$ cat src/rtl/bgc_pkg.sv
package bgc_pkg;
  localparam int TMPL_W = 5;
  localparam int SLOT_W = 41;
  localparam int NSLOT  = 3;
  localparam int REG_W  = 7;
  localparam int QP_W   = 6;
  localparam int OPC_W  = 4;
  localparam int UNIT_W = 3;

  typedef enum logic [UNIT_W-1:0] {
    UNIT_MEM  = 3'd0,
    UNIT_INT  = 3'd1,
    UNIT_FLT  = 3'd2,
    UNIT_BRN  = 3'd3,
    UNIT_LIMM = 3'd4
  } unit_e;
endpackage

$ cat src/rtl/bgc_group_tracker.sv
module bgc_group_tracker
  import bgc_pkg::*;
#(
  parameter int SLOTS = NSLOT,
  parameter int RID_W = REG_W
) (
  input  logic                         clk,
  input  logic                         rst,
  input  logic                         accept,
  input  logic                         legal,
  input  logic [SLOTS-1:0]             stops,
  input  logic [SLOTS-1:0][RID_W-1:0]  dst,
  input  logic [SLOTS-1:0][RID_W-1:0]  srca,
  input  logic [SLOTS-1:0][RID_W-1:0]  srcb,
  output logic [SLOTS-1:0]             raw,
  output logic [SLOTS-1:0]             waw
);
  localparam int NREG = 1 << RID_W;

  logic [NREG-1:0]             written_q, written_d;
  logic [SLOTS-1:0]            reach_prior;  // slot still in the group opened before this bundle
  logic [SLOTS-1:0][SLOTS-1:0] link;         // link[k][j]: slots k<j share a group
  logic [SLOTS-1:0]            survive;      // slot's write stays live past this bundle

  always_comb begin
    reach_prior[0] = 1'b1;
    for (int j = 1; j < SLOTS; j++)
      reach_prior[j] = reach_prior[j-1] & ~stops[j-1];

    link = '0;
    for (int j = 1; j < SLOTS; j++) begin
      link[j-1][j] = ~stops[j-1];
      for (int k = j - 2; k >= 0; k--)
        link[k][j] = link[k+1][j] & ~stops[k];
    end

    for (int k = 0; k < SLOTS - 1; k++)
      survive[k] = link[k][SLOTS-1];
    survive[SLOTS-1] = 1'b1;
  end

  // Conflict search: scoreboard for the carried part, pairwise compare inside the bundle
  always_comb begin
    logic hit_r, hit_w;
    for (int j = 0; j < SLOTS; j++) begin
      hit_r = reach_prior[j] & (written_q[srca[j]] | written_q[srcb[j]]);
      hit_w = reach_prior[j] & (dst[j] != '0) & written_q[dst[j]];
      for (int k = 0; k < j; k++) begin
        if (link[k][j] && dst[k] != '0) begin
          hit_r = hit_r | (dst[k] == srca[j]) | (dst[k] == srcb[j]);
          hit_w = hit_w | (dst[k] == dst[j]);
        end
      end
      raw[j] = legal & hit_r;
      waw[j] = legal & hit_w;
    end
  end

  always_comb begin
    written_d = written_q;
    if (accept && legal) begin
      if (stops[SLOTS-1] || !reach_prior[SLOTS-1])
        written_d = '0;
      if (!stops[SLOTS-1]) begin
        for (int k = 0; k < SLOTS; k++)
          if (survive[k] && dst[k] != '0)
            written_d[dst[k]] = 1'b1;
      end
    end
  end

  always_ff @(posedge clk) begin
    if (rst) written_q <= '0;
    else     written_q <= written_d;
  end
endmodule

$ cat config.mk
export PLATFORM = sky130hd
export DESIGN_NAME = bgc_group_tracker
export DESIGN_NICKNAME = d
export VERILOG_FILES = /design/src/rtl/bgc_pkg.sv /design/src/rtl/bgc_group_tracker.sv
export SDC_FILE = /design/constraint.sdc
export NUM_CORES = 1
export LEC_CHECK = 0
export BUFFER_PORTS_ARGS = -buffer_cell sky130_fd_sc_hd__buf_2
export CORE_ASPECT_RATIO = 1.2
export CORE_MARGIN = 10
export CORE_UTILIZATION = 28
export DETAILED_ROUTE_END_ITERATION = 7
export PLACE_DENSITY_LB_ADDON = 0.25
export SLEW_MARGIN = 20
export SYNTH_ARGS = -nofsm -noshare
export SYNTH_HDL_FRONTEND = slang
export SYNTH_SLANG_ARGS = --single-unit
$ cat constraint.sdc
create_clock -name clk -period 3.6 [get_ports clk]
set_input_delay 0.18 -clock clk [delete_from_list [all_inputs] [get_ports clk]]
set_output_delay 0.18 -clock clk [all_outputs]
set_load 0.05 [all_outputs]
==> results.sh, run 1 <==
export IMPL_status="complete, but fails checks"
export IMPL_row_count=100
export IMPL_h_tree_depth=4
export IMPL_yosys_area_share_simple_pct=17.0
export IMPL_gp_congestion=1.07
export IMPL_start_kind="flip-flop"
export IMPL_grt_usage_pct=31.8
export IMPL_cp_end_kind="output pin"
export IMPL_fmax_mhz=277
export IMPL_top_regs="written_q (128)"
export IMPL_critPathMaxStageDelay_ps=1020
export IMPL_cts_hold_buffers_added=0
export IMPL_grt_start_max_net_pins=129
export IMPL_drc=0
export IMPL_drt_wl_total_mm=123
export IMPL_final_util_pct=31.7
export IMPL_netlist_area_sq_mm=0.0177
export IMPL_synthesis_instances=2160
export IMPL_dr_pass1_iters=6
export IMPL_antenna_found_initial=14
export IMPL_cpMaxStageDelayCell="dfxtp_1"
export IMPL_synth_most_common_cell="nand2_1"
export IMPL_clk_path_buf_depth=2
export IMPL_yosys_top_cells_area="mux4_2, dfxtp_1, mux2i_1"
export IMPL_crit_chain="mux4_2 > nor2b_1 > a211oi_1 > a21oi_1 > nand4b_1 > nand4_1 > o221a_1 > buf_2"
export IMPL_syn_nets=2230
export IMPL_die_w_um=249
export IMPL_fin_ws_ps=-8.87
export IMPL_crit_fanout=10
export IMPL_synthAdderAreaFrac_pct=0
export IMPL_powerDensity_mw_per_mm2=227
export IMPL_synth_top_family_by_area="multiplexers"
export IMPL_via_per_inst=7.27
export IMPL_finalCriticalPeriod_ps=3610
export IMPL_core_sq_mm=0.0623
export IMPL_yosysTopAreaCell="mux4_2"
export IMPL_overflow=0
export IMPL_rsz0062_at_grt="no"
export IMPL_async_flop_share_pct=0
export IMPL_post_synth_cell_area_avg_sq_um=8.19
export IMPL_clkSlewWorstSetupHoldPaths_ps=60
export IMPL_slew_headroom_pct=15.7
export IMPL_synth_ff_type="dfxtp_1"
export IMPL_port_buffer_count=75
export IMPL_stdcell_area_sq_mm=0.0198
export IMPL_initial_utilization_pct=28.4
export IMPL_post_cts_resized=0
export IMPL_pre_cts_ws_ps=594
export IMPL_tightest_slew_ps=1260
export IMPL_cts_root_buf="clkbuf_16"
export IMPL_first_global_vias=19900
export IMPL_dp_hpwl_mm=84.3
export IMPL_drive_gt1_share_pct=24.4
export IMPL_dr_first_iter_drc_count=3530
export IMPL_yosysWarnings=0
export IMPL_wl_per_cell_um=41.6
export IMPL_hp_class="in -> reg"
export IMPL_largest_register_ffs=128
export IMPL_synth_compound_area_share_pct=24.5
export IMPL_grt_pass1_wl_mm=166
export IMPL_cts_tree="built"
export IMPL_synthMuxAreaShare_pct=33.2
export IMPL_hold_viol=0
export IMPL_synth_top_cell_area_share_pct=25.1
export IMPL_numCtsBuffers=17
export IMPL_slew_violations=0
export IMPL_ir_drop_mv=0.204
export IMPL_insertion_delay_ps=450
export IMPL_synth_distinct_cells=74
export IMPL_required_ps=3420
export IMPL_num_vias=21500
export IMPL_die_h_um=295
export IMPL_setup_worst_path_class="reg -> out"
export IMPL_violations="setup timing"
export IMPL_area_delta_synth_final_pct=11.9
export IMPL_dpl_cell_area_sq_mm=0.0191
export IMPL_worstPathArrival_ps=3430
export IMPL_die_area_sq_mm=0.0736
export IMPL_ys_ff_latch=128
export IMPL_post_cts_buffers=0
export IMPL_p_leak_nw=6.27
export IMPL_fin_crit_sh_pct=100
export IMPL_fin_nets=2177
export IMPL_ios=76
export IMPL_power_mw=4.48
export IMPL_synth_enable_flop_cells=0
export IMPL_finalSetupViolations=1
export IMPL_synthXorXnorAreaFrac_pct=3.12
export IMPL_ys_top_cells_by_count="nand2_1, mux4_2, clkbuf_1, nor2_1, a21oi_1"
export IMPL_finClkSkew_ps=0
export IMPL_regMostFlops="written_q"
export IMPL_maxCapViolations=0
export IMPL_seq_area_frac_synth_pct=14.5
export IMPL_cts_sinks=128
export IMPL_postRouteAntennaNets=0
[final timing paths]
kind | startpoint | cells past startpoint | slack (ps) | to
worst max-delay path | written_q[74]$_SDFFE_PP0P_ | 8 | -9 | raw[2]
worst min-delay path | stops[2] | 4 | 210 | written_q[122]$_SDFFE_PP0P_
worst max register to register | written_q[103]$_SDFFE_PP0P_ | 2 | 2090 | written_q[103]$_SDFFE_PP0P_
worst min register to register | written_q[98]$_SDFFE_PP0P_ | 2 | 450 | written_q[98]$_SDFFE_PP0P_
[metal layers]
metal | GRT usage (%) | wire [um] | share of wire, %
met1 | 36.6 | 42000 | 34
met5 | 0.530 | 135 | 0.11
met2 | 46.8 | 52100 | 42
met3 | 11.5 | 16900 | 14
met4 | 26.0 | 11600 | 9.5
[area by class of cell]
type,count,area [sq um]
clock inverter,14,183
multi-input combinational,1706,13800
fill,6543,42500
sequential,128,2560
tap,816,1020
clock buffer,18,429
inverter,12,45.0
timing repair buffer,242,1720
antenna,16,40.0
[worst max-delay path: cells and delay by family (launching register included)]
kind                   cells  cell delay, ps
DFF                        1            1020
AOI/OAI and AO/OA          3             870
muxes                      1             400
and+or+nand+nor            3             390
buffers and inverters      1             280
[power by group]
part / switching (mW) / internal (mW)
Sequential: 0.0149 / 1.42
Combinational: 0.824 / 0.368
Clock: 0.760 / 1.10
[cell usage in the layout, fill, tap and decap left out, drive strengths merged, types with 18 or more instances in the layout]
cell	synthesis	routed
xor2	40	40
a211oi	28	28
nand3	67	67
nor4	19	19
mux4	200	200
xnor2	23	23
buf	119	242
o22ai	113	113
mux2	41	41
clkbuf	195	18
a21oi	148	148
o221ai	32	32
nor2b	50	50
nor3	26	26
mux2i	89	89
a221oi	23	23
nand2	208	208
o21ai	141	141
nand4	19	19
nor2	177	177
dfxtp	128	128
a22oi	85	85
[cell families (layout without fill, tap and decap cells)]
logic type             count (synthesis)  in the layout
multiplexers                         330            330
buffers and inverters                326            286
AO/OA/AOI/OAI                        670            670
flip-flops                           128            128
AND/OR/NAND/NOR                      643            643
other                                  0             16
XOR/XNOR                              63             63
[stage by stage]
step                      TNS, ps  hold WS [ps]  cells
after floorplan                 0           492   2160
after global placement          0           441   2904
after detailed placement        0           448   2904
after CTS                       0           195   2936
after global routing            0           255   2938
final                       -8.87           207   2952
Note: power is estimated with default switching activity, not from simulation.
==> run 2: changes to the inputs <==
PLACE_DENSITY_LB_ADDON = not set   (was 0.25)
==> results.sh, run 2 (synthesis results as in run 1) <==
export IMPL_post_cts_buffers=0
export IMPL_rsz0062_at_grt="no"
export IMPL_insertion_delay_ps=440
export IMPL_cp_end_kind="output pin"
export IMPL_swShare_pct=36.4
export IMPL_drive_gt1_share_pct=24.8
export IMPL_clkSlewWorstSetupHoldPaths_ps=60
export IMPL_fmax_mhz=279
export IMPL_top_regs="written_q (128)"
export IMPL_internal_power_mw=2.82
export IMPL_wl_per_cell_um=38.5
export IMPL_reg2reg_slack_ps=2240
export IMPL_grt_pass1_wl_mm=157
export IMPL_start_kind="flip-flop"
export IMPL_clk_path_buf_depth=2
export IMPL_cts_sinks=128
export IMPL_antenna_found_initial=5
export IMPL_grt_usage_pct=29.2
export IMPL_final_util_pct=31.8
export IMPL_p_seq_share_pct=32.2
export IMPL_num_vias=21500
export IMPL_slew_headroom_pct=21.8
export IMPL_mostFrequentLayoutCell="nand2_1"
export IMPL_p_clk_share_pct=40.5
export IMPL_crit_fanout=10
export IMPL_fin_nets=2186
export IMPL_crit_path_end="raw[0]"
export IMPL_overflow=0
export IMPL_die_h_um=295
export IMPL_crit_family="simple AND/OR/NAND/NOR gates"
export IMPL_reg2reg_to="written_q[8]$_SDFFE_PP0P_"
export IMPL_cts_hold_buffers_added=0
export IMPL_hold_ws_ps=285
export IMPL_ir_drop_mv=0.259
export IMPL_port_buffer_count=75
export IMPL_p_leak_nw=6.32
export IMPL_slew_violations=0
export IMPL_die_w_um=249
export IMPL_post_place_cells=2913
export IMPL_dr_pass1_iters=7
export IMPL_maxCapViolations=0
export IMPL_ff2ff_path_depth=2
export IMPL_worstPathArrival_ps=3400
export IMPL_gp_congestion=1.12
export IMPL_numCtsBuffers=17
export IMPL_finClkSkew_ps=0
export IMPL_final_cell_mix="nand2_1, mux4_2, nor2_1"
export IMPL_cpMaxStageDelayCell="dfxtp_1"
export IMPL_dr_first_iter_drc_count=4111
export IMPL_layout_cells_non_filler=2945
export IMPL_drc=0
export IMPL_startpoint="written_q[35]$_SDFFE_PP0P_"
export IMPL_h_tree_depth=4
export IMPL_postRouteAntennaNets=0
export IMPL_finalSetupViolations=0
export IMPL_finalCriticalPeriod_ps=3580
export IMPL_ios=76
export IMPL_tns_ps=0
export IMPL_drt_wl_total_mm=113
export IMPL_top_layer_used="met5"
export IMPL_cts_root_buf="clkbuf_16"
export IMPL_critPathMaxStageDelay_ps=600
export IMPL_power_mw=4.44
export IMPL_crit_chain="mux4_2 > a22oi_1 > nand3_1 > nor4b_1 > nor3_1 > nand3_1 > o2bb2ai_1 > buf_2"
export IMPL_hp_class="in -> reg"
export IMPL_n_antenna_cell=0
export IMPL_required_ps=3420
export IMPL_setup_worst_path_class="reg -> out"
export IMPL_status="completed"
export IMPL_cts_tree="built"
export IMPL_switching_power_mw=1.62
export IMPL_routed_wl_met3_mm=18.3
export IMPL_via_per_inst=7.29
export IMPL_dr_wl_met2_mm=45.8
export IMPL_critical_path_depth=8
export IMPL_area_delta_synth_final_pct=11.9
export IMPL_hold_viol=0
export IMPL_post_cts_resized=0
export IMPL_initial_utilization_pct=28.4
export IMPL_dp_hpwl_mm=79.2
export IMPL_crit_buf_inv=1
export IMPL_die_area_sq_mm=0.0736
export IMPL_combPwrFrac_pct=27.3
export IMPL_grt_start_max_net_pins=129
export IMPL_row_count=100
export IMPL_first_global_vias=20400
export IMPL_worstReg2RegStart="written_q[8]$_SDFFE_PP0P_"
export IMPL_wl_met1_mm=37.7
export IMPL_tightest_slew_ps=1170
export IMPL_core_sq_mm=0.0623
export IMPL_regMostFlops="written_q"
export IMPL_fill_cells=6575
export IMPL_powerDensity_mw_per_mm2=225
export IMPL_largest_register_ffs=128
export IMPL_crit_top_cell="nand3_1"
export IMPL_fin_crit_sh_pct=99.5
-- run 2: power groups by stage --
stage / logic (mW) / clock network (mW) / registers [mW]
after floorplan: 0.738 / 0 / 1.45
after global routing: 1.24 / 1.86 / 1.43
after global placement: 1.15 / 0 / 1.46
after detailed placement: 1.16 / 0 / 1.46
after CTS: 1.16 / 1.80 / 1.43
final: 1.21 / 1.80 / 1.43
-- run 2: worst register-to-register path, cell delays in order, from the launching register on --
cell and delay [ps]:
dfxtp_1 950, a22oi_1 220, nor2_1 130
-- run 2: worst min path at each step --
| stage | startpoint | end | slack, ps | depth (start not counted) |
|---|---|---|---|---|
| final | rst | written_q[56]$_SDFFE_PP0P_ | 280 | 2 |
| after global routing | rst | written_q[59]$_SDFFE_PP0P_ | 330 | 2 |
| after CTS | rst | written_q[56]$_SDFFE_PP0P_ | 290 | 2 |
| after detailed placement | written_q[85]$_SDFFE_PP0P_ | written_q[85]$_SDFFE_PP0P_ | 500 | 2 |
| after global placement | written_q[87]$_SDFFE_PP0P_ | written_q[87]$_SDFFE_PP0P_ | 490 | 2 |
| after floorplan | rst | written_q[51]$_SDFFE_PP0P_ | 490 | 2 |
-- run 2: final cells by class --
type	count	area [sq um]	share of cell area, %
clock buffer	17	425	2.15
timing repair buffer	251	1790	9.03
sequential	128	2560	13.0
inverter	12	45.0	0.228
tap	816	1020	5.16
multi-input combinational	1706	13800	69.6
clock inverter	15	171	0.866
-- run 2: metrics by stage --
stage | instance area, sq um | worst slack (ps)
after floorplan | 17700 | 796
after global placement | 19200 | 298
after detailed placement | 19200 | 337
after CTS | 19800 | 195
after global routing | 19800 | 162
final | 19800 | 16.3
-- run 2: metal layers --
layer | global-route usage [%] | vias up
met5 | 0 | -
met4 | 24.0 | 4
met3 | 11.1 | 710
met2 | 42.1 | 2320
met1 | 34.2 | 10200
li1 | - | 8250
